`src/rtl/rdd_pkg.sv`:
```
package rdd_pkg;
  localparam int DIGIT_W = 4;
  localparam int TALLY_W = 4;
  typedef logic [DIGIT_W-1:0] digit_t;
  typedef logic [TALLY_W-1:0] tally_t;

  // tally 10 -> 0, 1..9 -> itself, above 10 -> error code F
  function automatic digit_t tally_to_digit(input tally_t t);
    if (t == tally_t'(10)) return digit_t'(0);
    else if (t > tally_t'(10)) return digit_t'(4'hF);
    else return digit_t'(t);
  endfunction
endpackage

```
`src/rtl/rdd_tick_gen.sv`:
```
module rdd_tick_gen #(
  parameter int CLK_DIV = 128
) (
  input  logic clk,
  input  logic rst,
  output logic tick
);
  generate
    if (CLK_DIV <= 1) begin : g_pass
      assign tick = 1'b1;
    end else begin : g_div
      localparam int DW = $clog2(CLK_DIV);
      logic [DW-1:0] div_cnt;
      always_ff @(posedge clk) begin
        if (rst) div_cnt <= '0;
        else if (div_cnt == DW'(CLK_DIV - 1)) div_cnt <= '0;
        else div_cnt <= div_cnt + 1'b1;
      end
      assign tick = (div_cnt == DW'(CLK_DIV - 1));

      assert_tick_spacing_R4: assert property (@(posedge clk) disable iff (rst)
        tick |=> !tick);
    end
  endgenerate
endmodule

```
`src/rtl/rdd_pulse_timer.sv`:
```
module rdd_pulse_timer
  import rdd_pkg::*;
#(
  parameter int GAP_TICKS = 3125
) (
  input  logic   clk,
  input  logic   rst,
  input  logic   line_in,
  input  logic   tick,
  output logic   done,
  output digit_t done_digit
);
  localparam int TW = $clog2(GAP_TICKS + 1);

  logic          line_q;
  logic          rise;
  logic          armed;
  logic [TW-1:0] gap_cnt;
  tally_t        tally;
  logic          expire;

  assign rise   = line_in & ~line_q;
  assign expire = armed & tick & (gap_cnt == TW'(GAP_TICKS - 1));

  always_ff @(posedge clk) begin
    if (rst) begin
      line_q     <= 1'b0;
      armed      <= 1'b0;
      gap_cnt    <= '0;
      tally      <= '0;
      done       <= 1'b0;
      done_digit <= '0;
    end else begin
      line_q <= line_in;
      done   <= 1'b0;
      if (rise) begin
        armed   <= 1'b1;
        gap_cnt <= '0;
        if (tally != '1) tally <= tally + 1'b1;
      end else if (expire) begin
        armed      <= 1'b0;
        gap_cnt    <= '0;
        tally      <= '0;
        done       <= 1'b1;
        done_digit <= tally_to_digit(tally);
      end else if (armed && tick) begin
        gap_cnt <= gap_cnt + 1'b1;
      end
    end
  end

  assert_rise_arms_R2: assert property (@(posedge clk) disable iff (rst)
    rise |=> (armed && tally != '0));
  assert_idle_empty_R6: assert property (@(posedge clk) disable iff (rst)
    !armed |-> (tally == '0 && gap_cnt == '0));
  assert_done_from_armed_R4: assert property (@(posedge clk) disable iff (rst)
    done |-> (!armed && $past(armed)));
endmodule

```
`src/rtl/rdd_digit_store.sv`:
```
module rdd_digit_store
  import rdd_pkg::*;
#(
  parameter int MAX_DIGITS = 20,
  localparam int CW = $clog2(MAX_DIGITS + 1)
) (
  input  logic                          clk,
  input  logic                          rst,
  input  logic                          clr,
  input  logic                          done,
  input  digit_t                        done_digit,
  output logic                          digit_valid,
  output digit_t                        digit_value,
  output logic [MAX_DIGITS*DIGIT_W-1:0] digit_buf,
  output logic [CW-1:0]                 digit_count,
  output logic                          overflow
);
  digit_t slots [MAX_DIGITS];

  always_ff @(posedge clk) begin
    if (rst) begin
      digit_count <= '0;
      overflow    <= 1'b0;
      digit_valid <= 1'b0;
      digit_value <= '0;
      for (int i = 0; i < MAX_DIGITS; i++) slots[i] <= '0;
    end else if (clr) begin
      digit_count <= '0;
      overflow    <= 1'b0;
      digit_valid <= 1'b0;
      for (int i = 0; i < MAX_DIGITS; i++) slots[i] <= '0;
    end else begin
      digit_valid <= 1'b0;
      if (done) begin
        if (digit_count < CW'(MAX_DIGITS)) begin
          for (int i = 0; i < MAX_DIGITS; i++)
            if (digit_count == CW'(i)) slots[i] <= done_digit;
          digit_count <= digit_count + 1'b1;
          digit_valid <= 1'b1;
          digit_value <= done_digit;
        end else begin
          overflow <= 1'b1;
        end
      end
    end
  end

  genvar g;
  generate
    for (g = 0; g < MAX_DIGITS; g++) begin : g_flat
      assign digit_buf[g*DIGIT_W +: DIGIT_W] = slots[g];
    end
  endgenerate

  assert_count_bound_R7: assert property (@(posedge clk) disable iff (rst)
    digit_count <= CW'(MAX_DIGITS));
  assert_valid_steps_R5: assert property (@(posedge clk) disable iff (rst)
    digit_valid |-> (digit_count == CW'($past(digit_count) + 1'b1)));
  assert_overflow_sticky_R7: assert property (@(posedge clk) disable iff (rst)
    ($past(overflow) && !$past(clr)) |-> overflow);
  assert_clear_empties_R8: assert property (@(posedge clk) disable iff (rst)
    clr |=> (digit_count == '0 && !overflow && !digit_valid));
endmodule

```
`src/rtl/rotary_dial_decoder.sv`:
```
module rotary_dial_decoder
  import rdd_pkg::*;
#(
  parameter int CLK_DIV    = 128,
  parameter int GAP_TICKS  = 3125,
  parameter int MAX_DIGITS = 20,
  localparam int CW = $clog2(MAX_DIGITS + 1)
) (
  input  logic                          clk,
  input  logic                          rst,
  input  logic                          line_in,
  input  logic                          clr,
  output logic                          digit_valid,
  output logic [DIGIT_W-1:0]            digit_value,
  output logic [MAX_DIGITS*DIGIT_W-1:0] digit_buf,
  output logic [CW-1:0]                 digit_count,
  output logic                          overflow
);
  logic   tick;
  logic   done;
  digit_t done_digit;

  rdd_tick_gen #(.CLK_DIV(CLK_DIV)) u_tick (
    .clk(clk), .rst(rst), .tick(tick)
  );

  rdd_pulse_timer #(.GAP_TICKS(GAP_TICKS)) u_timer (
    .clk(clk), .rst(rst), .line_in(line_in), .tick(tick),
    .done(done), .done_digit(done_digit)
  );

  rdd_digit_store #(.MAX_DIGITS(MAX_DIGITS)) u_store (
    .clk(clk), .rst(rst), .clr(clr), .done(done), .done_digit(done_digit),
    .digit_valid(digit_valid), .digit_value(digit_value),
    .digit_buf(digit_buf), .digit_count(digit_count), .overflow(overflow)
  );
endmodule

```
`config.mk`:
```
export PLATFORM = sky130hd
export DESIGN_NAME = rotary_dial_decoder
export DESIGN_NICKNAME = d
export VERILOG_FILES = /design/src/rtl/rdd_pkg.sv /design/src/rtl/rdd_tick_gen.sv /design/src/rtl/rdd_pulse_timer.sv /design/src/rtl/rdd_digit_store.sv /design/src/rtl/rotary_dial_decoder.sv
export SDC_FILE = /design/constraint.sdc
export NUM_CORES = 1
export LEC_CHECK = 0
export BUFFER_PORTS_ARGS = -buffer_cell sky130_fd_sc_hd__buf_2
export CAP_MARGIN = 40
export CORE_MARGIN = 10
export CORE_UTILIZATION = 45
export CTS_CLUSTER_SIZE = 20
export DETAILED_ROUTE_END_ITERATION = 8
export PLACE_DENSITY_LB_ADDON = 0.25
export SKIP_LAST_GASP = 1
export SYNTH_ARGS = -nofsm -noshare
export SYNTH_HDL_FRONTEND = slang
export SYNTH_HIERARCHICAL = 1
export SYNTH_SLANG_ARGS = --single-unit
```
`constraint.sdc`:
```
create_clock -name clk -period 4.05 [get_ports clk]
set_input_delay 0.81 -clock clk [delete_from_list [all_inputs] [get_ports clk]]
set_output_delay 0.81 -clock clk [all_outputs]
set_load 0.005 [all_outputs]
```
* Yosys cells after proc, flatten, opt, wreduce, memory -nomap -nowiden *
Memory sizes are Yosys's and may differ from the RTL's.
Cells that the tools add are included.

word-level totals
  bits in writable memories = 80
  output and inout bits = 91
  memories kept = 1
  logic and storage cells = 277
  input port bits = 4
  flip-flop bits (word level) = 41

operators by class
  bitwise operators = 48
  muxes and demuxes = 174
  magnitude comparators = 2
  eq/ne operators = 24
  add/subtract/negate cells = 4
  reduce and logical (&&, ||, !) cells = 13

memories
  memory         words  width  rd ports  clocked after memory_dff  write ports  RTL line               text
  u_store.slots  20     4      20        0                         20           rdd_digit_store.sv:18  digit_t slots [MAX_DIGITS];

operator list
  cell                   count
  $mux 4                 45
  $mux 1                 129
  $eq 5x4->1 const B     8
  $or 1x1->1             40
  $eq 5x3->1 const B     4
  $eq 5x5->1 const B     4
  $add 12x1->12 const B  1
  $eq 12x12->1 const B   1
  $eq 5x2->1 const B     2
  $reduce_and 2->1       4
  $add 7x1->7 const B    1
  $eq 7x7->1 const B     1
  $reduce_or 2->1        3
  $reduce_or 3->1        2
  $add 5x1->5 const B    1
  $eq 5x1->1 const B     1
  $logic_not 5->1        1
  $lt 5x5->1 const B     1
  $not 1->1              5
  $add 4x1->4 const B    1
  $eq 4x4->1 const B     1
  $gt 4x4->1 const B     1
  $ne 4x4->1 const B     1
  $and 1x1->1            3
  other kinds (4)        4

* Logic depth before layout (Yosys ltp) *
Gate-level depths: netlist of run 1.

  depth in word-level cells = 8
  depth in mapped cells = 8
  mapped depth without buffers = 7

* Cells and area by module *
Netlist of run 1, hierarchy kept.

modules (own cells, without submodules)
  module           sequential area each (um^2)  area each (um^2)  cells an instance  times used
  rdd_digit_store  2,622.5                      3,778.6           296                1
  rdd_pulse_timer  460.4                        1,081.0           116                1
  rdd_tick_gen     140.1                        272.8             30                 1

* Worst setup path before layout of run 1 *
OpenSTA, ideal clock, no wires.

  path kind = in2reg
  start = in clr
  end = mem u_store/slots[1][0] (netlist name), enable pin
  buffers on the path = 2
  arrival = 2.103 ns
  library setup time = 0.335 ns
  stages = 5
  required time = 3.715 ns
  slack = 1.612 ns
  cell sequence = buf_6 or3b_4 or3b_4 buf_6 o21ai_1

RTL lines
  what         RTL line                   text
  from (decl)  rotary_dial_decoder.sv:12  input logic clr,
  to (decl)    rdd_digit_store.sv:18

==> impl_metrics.py, run 1 <==
metrics = {
    "status": {
        "status": "finished clean",
    },
    "drt": {
        "via_count": 3597,
        "post_drt_wl_per_cell_um": 16.8,
        "drt-vias-per-instance": 5.25,
        "antenna_left": 0,
        "drt_iter0_markers": 314,
        "drt_wl_total_um": 11500,
        "drc": 0,
        "firstDrtPassIters": 6,
    },
    "cells_and_area": {
        "layout-drive-gt1-share": 0.288,
        "area_growth_pct": 20.3,
        "antenna_cells": 0,
        "fin_cells": 685,
        "nNetsFinal": 546,
        "post-route-util": 0.562,
    },
    "sta": {
        "drv_slew": 0,
        "rsz0062_at_grt": "no",
        "worst_slew_pin_slew_ns": 0.645,
        "setup_viol": 0,
        "fin_ws_ns": 1.55,
        "slew_headroom": 0.569,
        "period_needed_ns": 2.50,
        "clock.fmax_mhz": 400,
        "finalSetupTns_ns": 0,
        "hold_viol": 0,
        "clock_skew_ns": 0.0125,
        "fin_crit_sh": 0.617,
    },
    "global_route": {
        "antenna_found_initial": 0,
        "grt_pass1_vias": 3666,
        "grt.overflow.total": 0,
        "grt_max_degree": 26,
        "grt_first_pass_wirelength_um": 19000,
        "grt_use_total": 0.146,
    },
    "hold_path": {
        "hold_path_class": "reg2reg",
        "hp-start": "u_tick/g_div.div_cnt[0]$_SDFF_PP0_",
    },
    "worst_setup_path": {
        "startpoint": "rst",
        "required_ns": 4.09,
        "start_kind": "input port",
        "crit_path_max_fanout": 25,
        "r2r-start": "u_timer/done$_SDFF_PP0_",
        "arrival_ns": 2.53,
        "r2r_slack_ns": 1.74,
        "worstSetupPathType": "in2reg",
        "end_kind": "flop",
    },
    "floorplan": {
        "initial_core_util": 0.467,
        "row_count": 38,
        "dieArea_um2": 16100,
        "fp.dieW_um": 127,
        "core_area_um2": 11000,
        "fp.dieH_um": 127,
        "pin_count": 95,
    },
    "logic_synthesis": {
        "syn_inst": 442,
        "synth_nets": 456,
        "synth-seq-area-share": 0.628,
        "ys.flop_type": "edfxtp_1",
        "syn_area_per_cell_um2": 11.6,
        "synth.ff_latch_count": 121,
        "synth_edf_count": 80,
        "yosys_warnings": 6,
        "async_reset_ff_frac": 0,
        "ys_types": 59,
        "syn-cell-area_um2": 5130,
    },
    "cts": {
        "insertion_delay_ns": 0.41,
        "root_buffer": "clkbuf_16",
        "cts_made_buffers": 17,
        "cts_tree": "built",
        "clkTransAtPathRegs_ns": 0.06,
        "htree_levels": 4,
        "cts_setup_buffers": 0,
        "cts_buffer_depth": 2,
        "cts_resized": 0,
        "ctsHoldBuffers": 0,
        "cts.sinks": 121,
    },
    "place": {
        "placedCellCount": 653,
        "place_hpwl_um": 8340,
        "port_buffers": 94,
        "gp_congestion": 0.777,
        "pre_cts_ws_ns": 1.19,
    },
    "power_and_ir_drop": {
        "power_leakage_uw": 0.00245,
        "ir_worst_vdd_mv": 0.308,
        "p_per_area_nw_per_um2": 461,
    },
    "run": {
        "maxCapViolCount": 0,
    },
}
==> layer usage <==
layer / GRT usage / vias up / share of wire
li1: - / 1741 / -
met1: 0.170 / 1697 / 0.39
met2: 0.236 / 141 / 0.49
met3: 0.0566 / 18 / 0.10
met4: 0.0623 / 0 / 0.014
met5: 0 / - / 0
==> cell families after synthesis <==
logic type,after synthesis,synth area share
AND/OR/NAND/NOR,204,0.209
AO/OA/AOI/OAI,60,0.0763
XOR/XNOR,14,0.0239
flip-flops,121,0.628
adder cells (fa/ha/maj),10,0.0244
buffers and inverters,33,0.0385
==> power by group <==
group          leakage, uW  internal (uW)  switching [uW]  total, uW
Sequential         0.00121           1360            16.9       1370
Clock             0.000266            840             540       1380
Combinational     0.000970           38.4            57.7       96.0
Total              0.00245           2240             615       2850
==> critical path, cell delays in order <==
cell and delay [ns]:
buf_2 0.26, nor2_1 0.20, nand4_1 0.54, o21ai_0 0.72
==> path summary, 6_finish.rpt <==
kind | to | cells past startpoint
hold / removal | u_tick/g_div.div_cnt[0]$_SDFF_PP0_ | 1
setup reg to reg | u_store/slots[0][0]$_SDFFCE_PN0P_ | 3
setup / recovery | u_store/slots[3][4]$_SDFFCE_PN0P_ | 4
hold reg to reg | u_tick/g_div.div_cnt[0]$_SDFF_PP0_ | 1
==> synthesized netlist by cell type (2+ instances only) <==
library cell / instances / area [um2]
edfxtp_1: 80 / 2400
nor2_1: 77 / 289
dfxtp_1: 41 / 821
nand2_1: 30 / 113
and2_1: 21 / 131
o21ai_0: 20 / 100
nand3_1: 15 / 75.1
a21oi_1: 12 / 60.1
xor2_1: 11 / 96.3
clkbuf_1: 10 / 37.5
ha_1: 10 / 125
inv_1: 9 / 33.8
nor3_1: 9 / 45.0
and3_1: 8 / 50.1
buf_6: 6 / 67.6
nand4_1: 6 / 37.5
nor2b_1: 6 / 37.5
o21ai_2: 6 / 52.6
or3b_2: 5 / 43.8
a21boi_0: 3 / 22.5
a31o_2: 3 / 26.3
nor3b_1: 3 / 22.5
o21a_1: 3 / 22.5
o2bb2ai_1: 3 / 26.3
or3b_4: 3 / 33.8
xnor2_1: 3 / 26.3
a211o_2: 2 / 20.0
and4_1: 2 / 17.5
buf_1: 2 / 7.51
buf_2: 2 / 10.0
o21ai_1: 2 / 10.0
or3_1: 2 / 12.5
==> registers in the layout, indices dropped and copies added, names as in the netlist, 4 cells and up <==
signal / flops
u_store/slots: 80
u_timer/gap_cnt: 12
u_timer/done_digit: 4
u_store/digit_count: 5
u_tick/g_div.div_cnt: 7
u_timer/tally: 4
u_store/digit_value: 4
==> metrics by stage <==
| stage | hold slack, ns | area, um2 | total power [uW] |
|---|---|---|---|
| finish | 0.450 | 6180 | 2850 |
| global route | 0.478 | 6180 | 2960 |
| CTS | 0.452 | 6180 | 2880 |
| detailed placement | 0.439 | 5620 | 1500 |
| global placement | 0.431 | 5620 | 1490 |
| floorplan | 0.418 | 5130 | 1440 |
==> cell usage in the layout, fill, tap and decap left out, types with 4 or more instances in the layout <==
cell type / Yosys / layout
a21oi_1: 12 / 12
and2_1: 21 / 21
and3_1: 8 / 8
buf_2: 2 / 94
clkbuf_16: 0 / 17
clkinv_2: 0 / 4
clkinv_4: 0 / 5
dfxtp_1: 41 / 41
edfxtp_1: 80 / 80
ha_1: 10 / 10
inv_1: 9 / 9
nand2_1: 30 / 30
nand3_1: 15 / 15
nand4_1: 6 / 6
nor2_1: 77 / 77
nor2b_1: 6 / 6
nor3_1: 9 / 9
o21ai_0: 20 / 20
o21ai_2: 6 / 6
or3b_2: 5 / 5
xor2_1: 11 / 11
==> final cells by class <==
cell class | count | area, um2
clock buffer | 17 | 425
clock inverter | 15 | 129
fill | 943 | 4810
inverter | 9 | 33.8
multi-input combinational | 288 | 1710
sequential | 121 | 3220
tap | 140 | 175
timing repair buffer | 95 | 478
Power figures use the tool's default switching activity.
==> inputs of run 2 (changes only) <==
- ABC_AREA: not set -> 1
- clock period: 4.05 -> 2.2 ns (I/O delays scaled with it)
==> impl_metrics.py, run 2 <==
metrics = {
    "status": {
        "status": "finished clean",
    },
    "sta": {
        "rsz0062_at_grt": "no",
        "hold_viol": 0,
        "setup_viol": 0,
        "slew_headroom": 0.675,
        "clock.fmax_mhz": 532,
        "period_needed_ns": 1.88,
        "worst_slew_pin_slew_ns": 0.487,
        "finalSetupTns_ns": 0,
        "fin_crit_sh": 0.855,
        "clock_skew_ns": 0.0123,
        "drv_slew": 0,
    },
    "floorplan": {
        "fp.dieH_um": 127,
        "dieArea_um2": 16100,
        "core_area_um2": 11000,
        "fp.dieW_um": 127,
        "initial_core_util": 0.467,
        "row_count": 38,
        "pin_count": 95,
    },
    "logic_synthesis": {
        "yosysMostFrequentCell": "nor2_1",
        "syn-cell-area_um2": 5120,
        "ys_types": 33,
        "synth-seq-area-share": 0.629,
        "synth_edf_count": 80,
        "synth.cells.most_frequent": "nor2_1 (119), nand2_1 (89), edfxtp_1 (80)",
        "synth_nets": 526,
        "synth.top_cell.area_share": 0.469,
        "ys.flop_type": "edfxtp_1",
        "yosys_warnings": 6,
        "synth.ff_latch_count": 121,
        "syn_area_per_cell_um2": 10.0,
        "yosys-top-cells-area": "edfxtp_1 (47%), dfxtp_1 (16%), nor2_1 (8.7%), nand2_1 (6.5%), inv_1 (3.4%)",
        "synth_top_cell_by_area": "edfxtp_1",
        "async_reset_ff_frac": 0,
        "syn_inst": 512,
    },
    "worst_setup_path": {
        "startpoint": "u_tick/g_div.div_cnt[0]$_SDFF_PP0_",
        "crit_path_max_fanout": 8,
        "end_kind": "flop",
        "r2r_slack_ns": 0.32,
        "required_ns": 2.49,
        "worstSetupPathType": "reg2reg",
        "start_kind": "flop",
        "arrival_ns": 2.17,
        "r2r-start": "u_tick/g_div.div_cnt[0]$_SDFF_PP0_",
    },
    "cts": {
        "root_buffer": "clkbuf_16",
        "insertion_delay_ns": 0.40,
        "cts_setup_buffers": 0,
        "cts_buffer_depth": 2,
        "cts_tree": "built",
        "cts.sinks": 121,
        "clkTransAtPathRegs_ns": 0.05,
        "ctsHoldBuffers": 0,
        "htree_levels": 4,
        "cts_made_buffers": 17,
        "cts_resized": 0,
    },
    "global_route": {
        "grt_use_total": 0.147,
        "grt_pass1_vias": 3870,
        "grt.overflow.total": 0,
        "grt_max_degree": 21,
        "grt_first_pass_wirelength_um": 19000,
        "antenna_found_initial": 0,
    },
    "hold_path": {
        "hp-start": "line_in",
        "hold_path_class": "in2reg",
    },
    "power_and_ir_drop": {
        "p_per_area_nw_per_um2": 879,
        "ir_worst_vdd_mv": 0.436,
        "power_leakage_uw": 0.00262,
    },
    "place": {
        "place_hpwl_um": 8470,
        "gp_congestion": 0.863,
        "dpl_cell_area_um2": 5780,
        "port_buffers": 94,
    },
    "cells_and_area": {
        "top_regs": "u_store/slots: 80 flops, u_timer/gap_cnt: 12 flops, u_tick/g_div.div_cnt: 7 flops",
        "antenna_cells": 0,
        "mostFrequentLayoutCell": "nor2_1",
        "final_design_area_no_fill_um2": 6390,
        "top_register": "u_store/slots",
        "largest_reg_flops": 80,
        "final_cell_mix": "nor2_1 (119), buf_2 (94), nand2_1 (89), edfxtp_1 (80), inv_1 (46)",
        "layout-drive-gt1-share": 0.262,
        "nNetsFinal": 634,
        "area_growth_pct": 24.8,
    },
    "drt": {
        "via_count": 3797,
        "antenna_left": 0,
        "drc": 0,
        "post_drt_wl_per_cell_um": 15.0,
        "firstDrtPassIters": 5,
        "drt_iter0_markers": 233,
        "drt_wl_total_um": 11600,
        "drt-vias-per-instance": 4.91,
    },
    "run": {
        "maxCapViolCount": 0,
    },
}
-- run 2: cell types whose count changed after synthesis, sizes merged, moves of 9 or more --
cell	before	now
inv	9	52
nor2	77	134
and3	9	0
nand3	16	32
nand2	31	101
buf	11	2
a21oi	13	22
and2	22	0
o21ai	28	7
-- run 2: area by class of cell --
type | count | area [um2]
Sequential cell | 121 | 3220
Tap cell | 140 | 175
Clock inverter | 9 | 171
Fill cell | 909 | 4590
Inverter | 52 | 195
Clock buffer | 23 | 448
Timing Repair Buffer | 101 | 523
Multi-Input combinational cell | 327 | 1660
-- run 2: final timing paths --
path / cells after the start / to
hold / removal: 3 / u_timer/line_q$_SDFF_PP0_
setup / recovery: 12 / u_timer/gap_cnt[10]$_SDFFE_PP0P_
setup reg to reg: 12 / u_timer/gap_cnt[10]$_SDFFE_PP0P_
hold reg to reg: 2 / u_tick/g_div.div_cnt[6]$_SDFF_PP0_
-- run 2: critical path: stages (launching register included) --
cell and delay [ns]:
dfxtp_1 0.36, ha_1 0.27, nand3_4 0.12, nor2_1 0.21, nand2_4 0.12, inv_2 0.09
nand2_2 0.06, nor2_4 0.12, nand2_2 0.09, nand2_4 0.13, inv_2 0.08, nand2_1 0.09
nor2_2 0.03
-- run 2: report_power, final --
group | switching (uW) | leakage [uW] | internal (uW) | total [uW]
sequential | 32.6 | 0.00120 | 2500 | 2540
combinational | 117 | 0.00112 | 76.7 | 193
clock | 890 | 0.000297 | 2000 | 2890
-- run 2: layer usage --
layer	up-vias	GRT usage	routed length, um
li1	1884	-	-
met1	1770	0.165	4850
met2	123	0.246	5770
met3	20	0.0450	746
met4	0	0.0737	254
met5	-	0	0
-- run 2: through the flow --
step	hold slack, ns	utilization	power, uW	instances	setup WS, ns
after detailed placement	0.444	0.526	2780	741	0.322
after floorplan	0.430	-	2660	512	0.510
final	0.272	0.582	5620	773	0.319
after global routing	0.273	0.582	5810	773	0.152
after CTS	0.261	0.582	5680	773	0.315
after global placement	0.442	0.526	2770	741	0.394
-- run 2: logic make-up (layout without fill, tap and decap cells) --
kind of cell	count (synthesis)	count (layout)	share of synthesized area
AO/OA/AOI/OAI	32	32	0.0357
XOR/XNOR	6	6	0.0103
adder cells (fa/ha/maj)	10	10	0.0244
buffers and inverters	64	185	0.0471
flip-flops	121	121	0.629
AND/OR/NAND/NOR	279	279	0.253
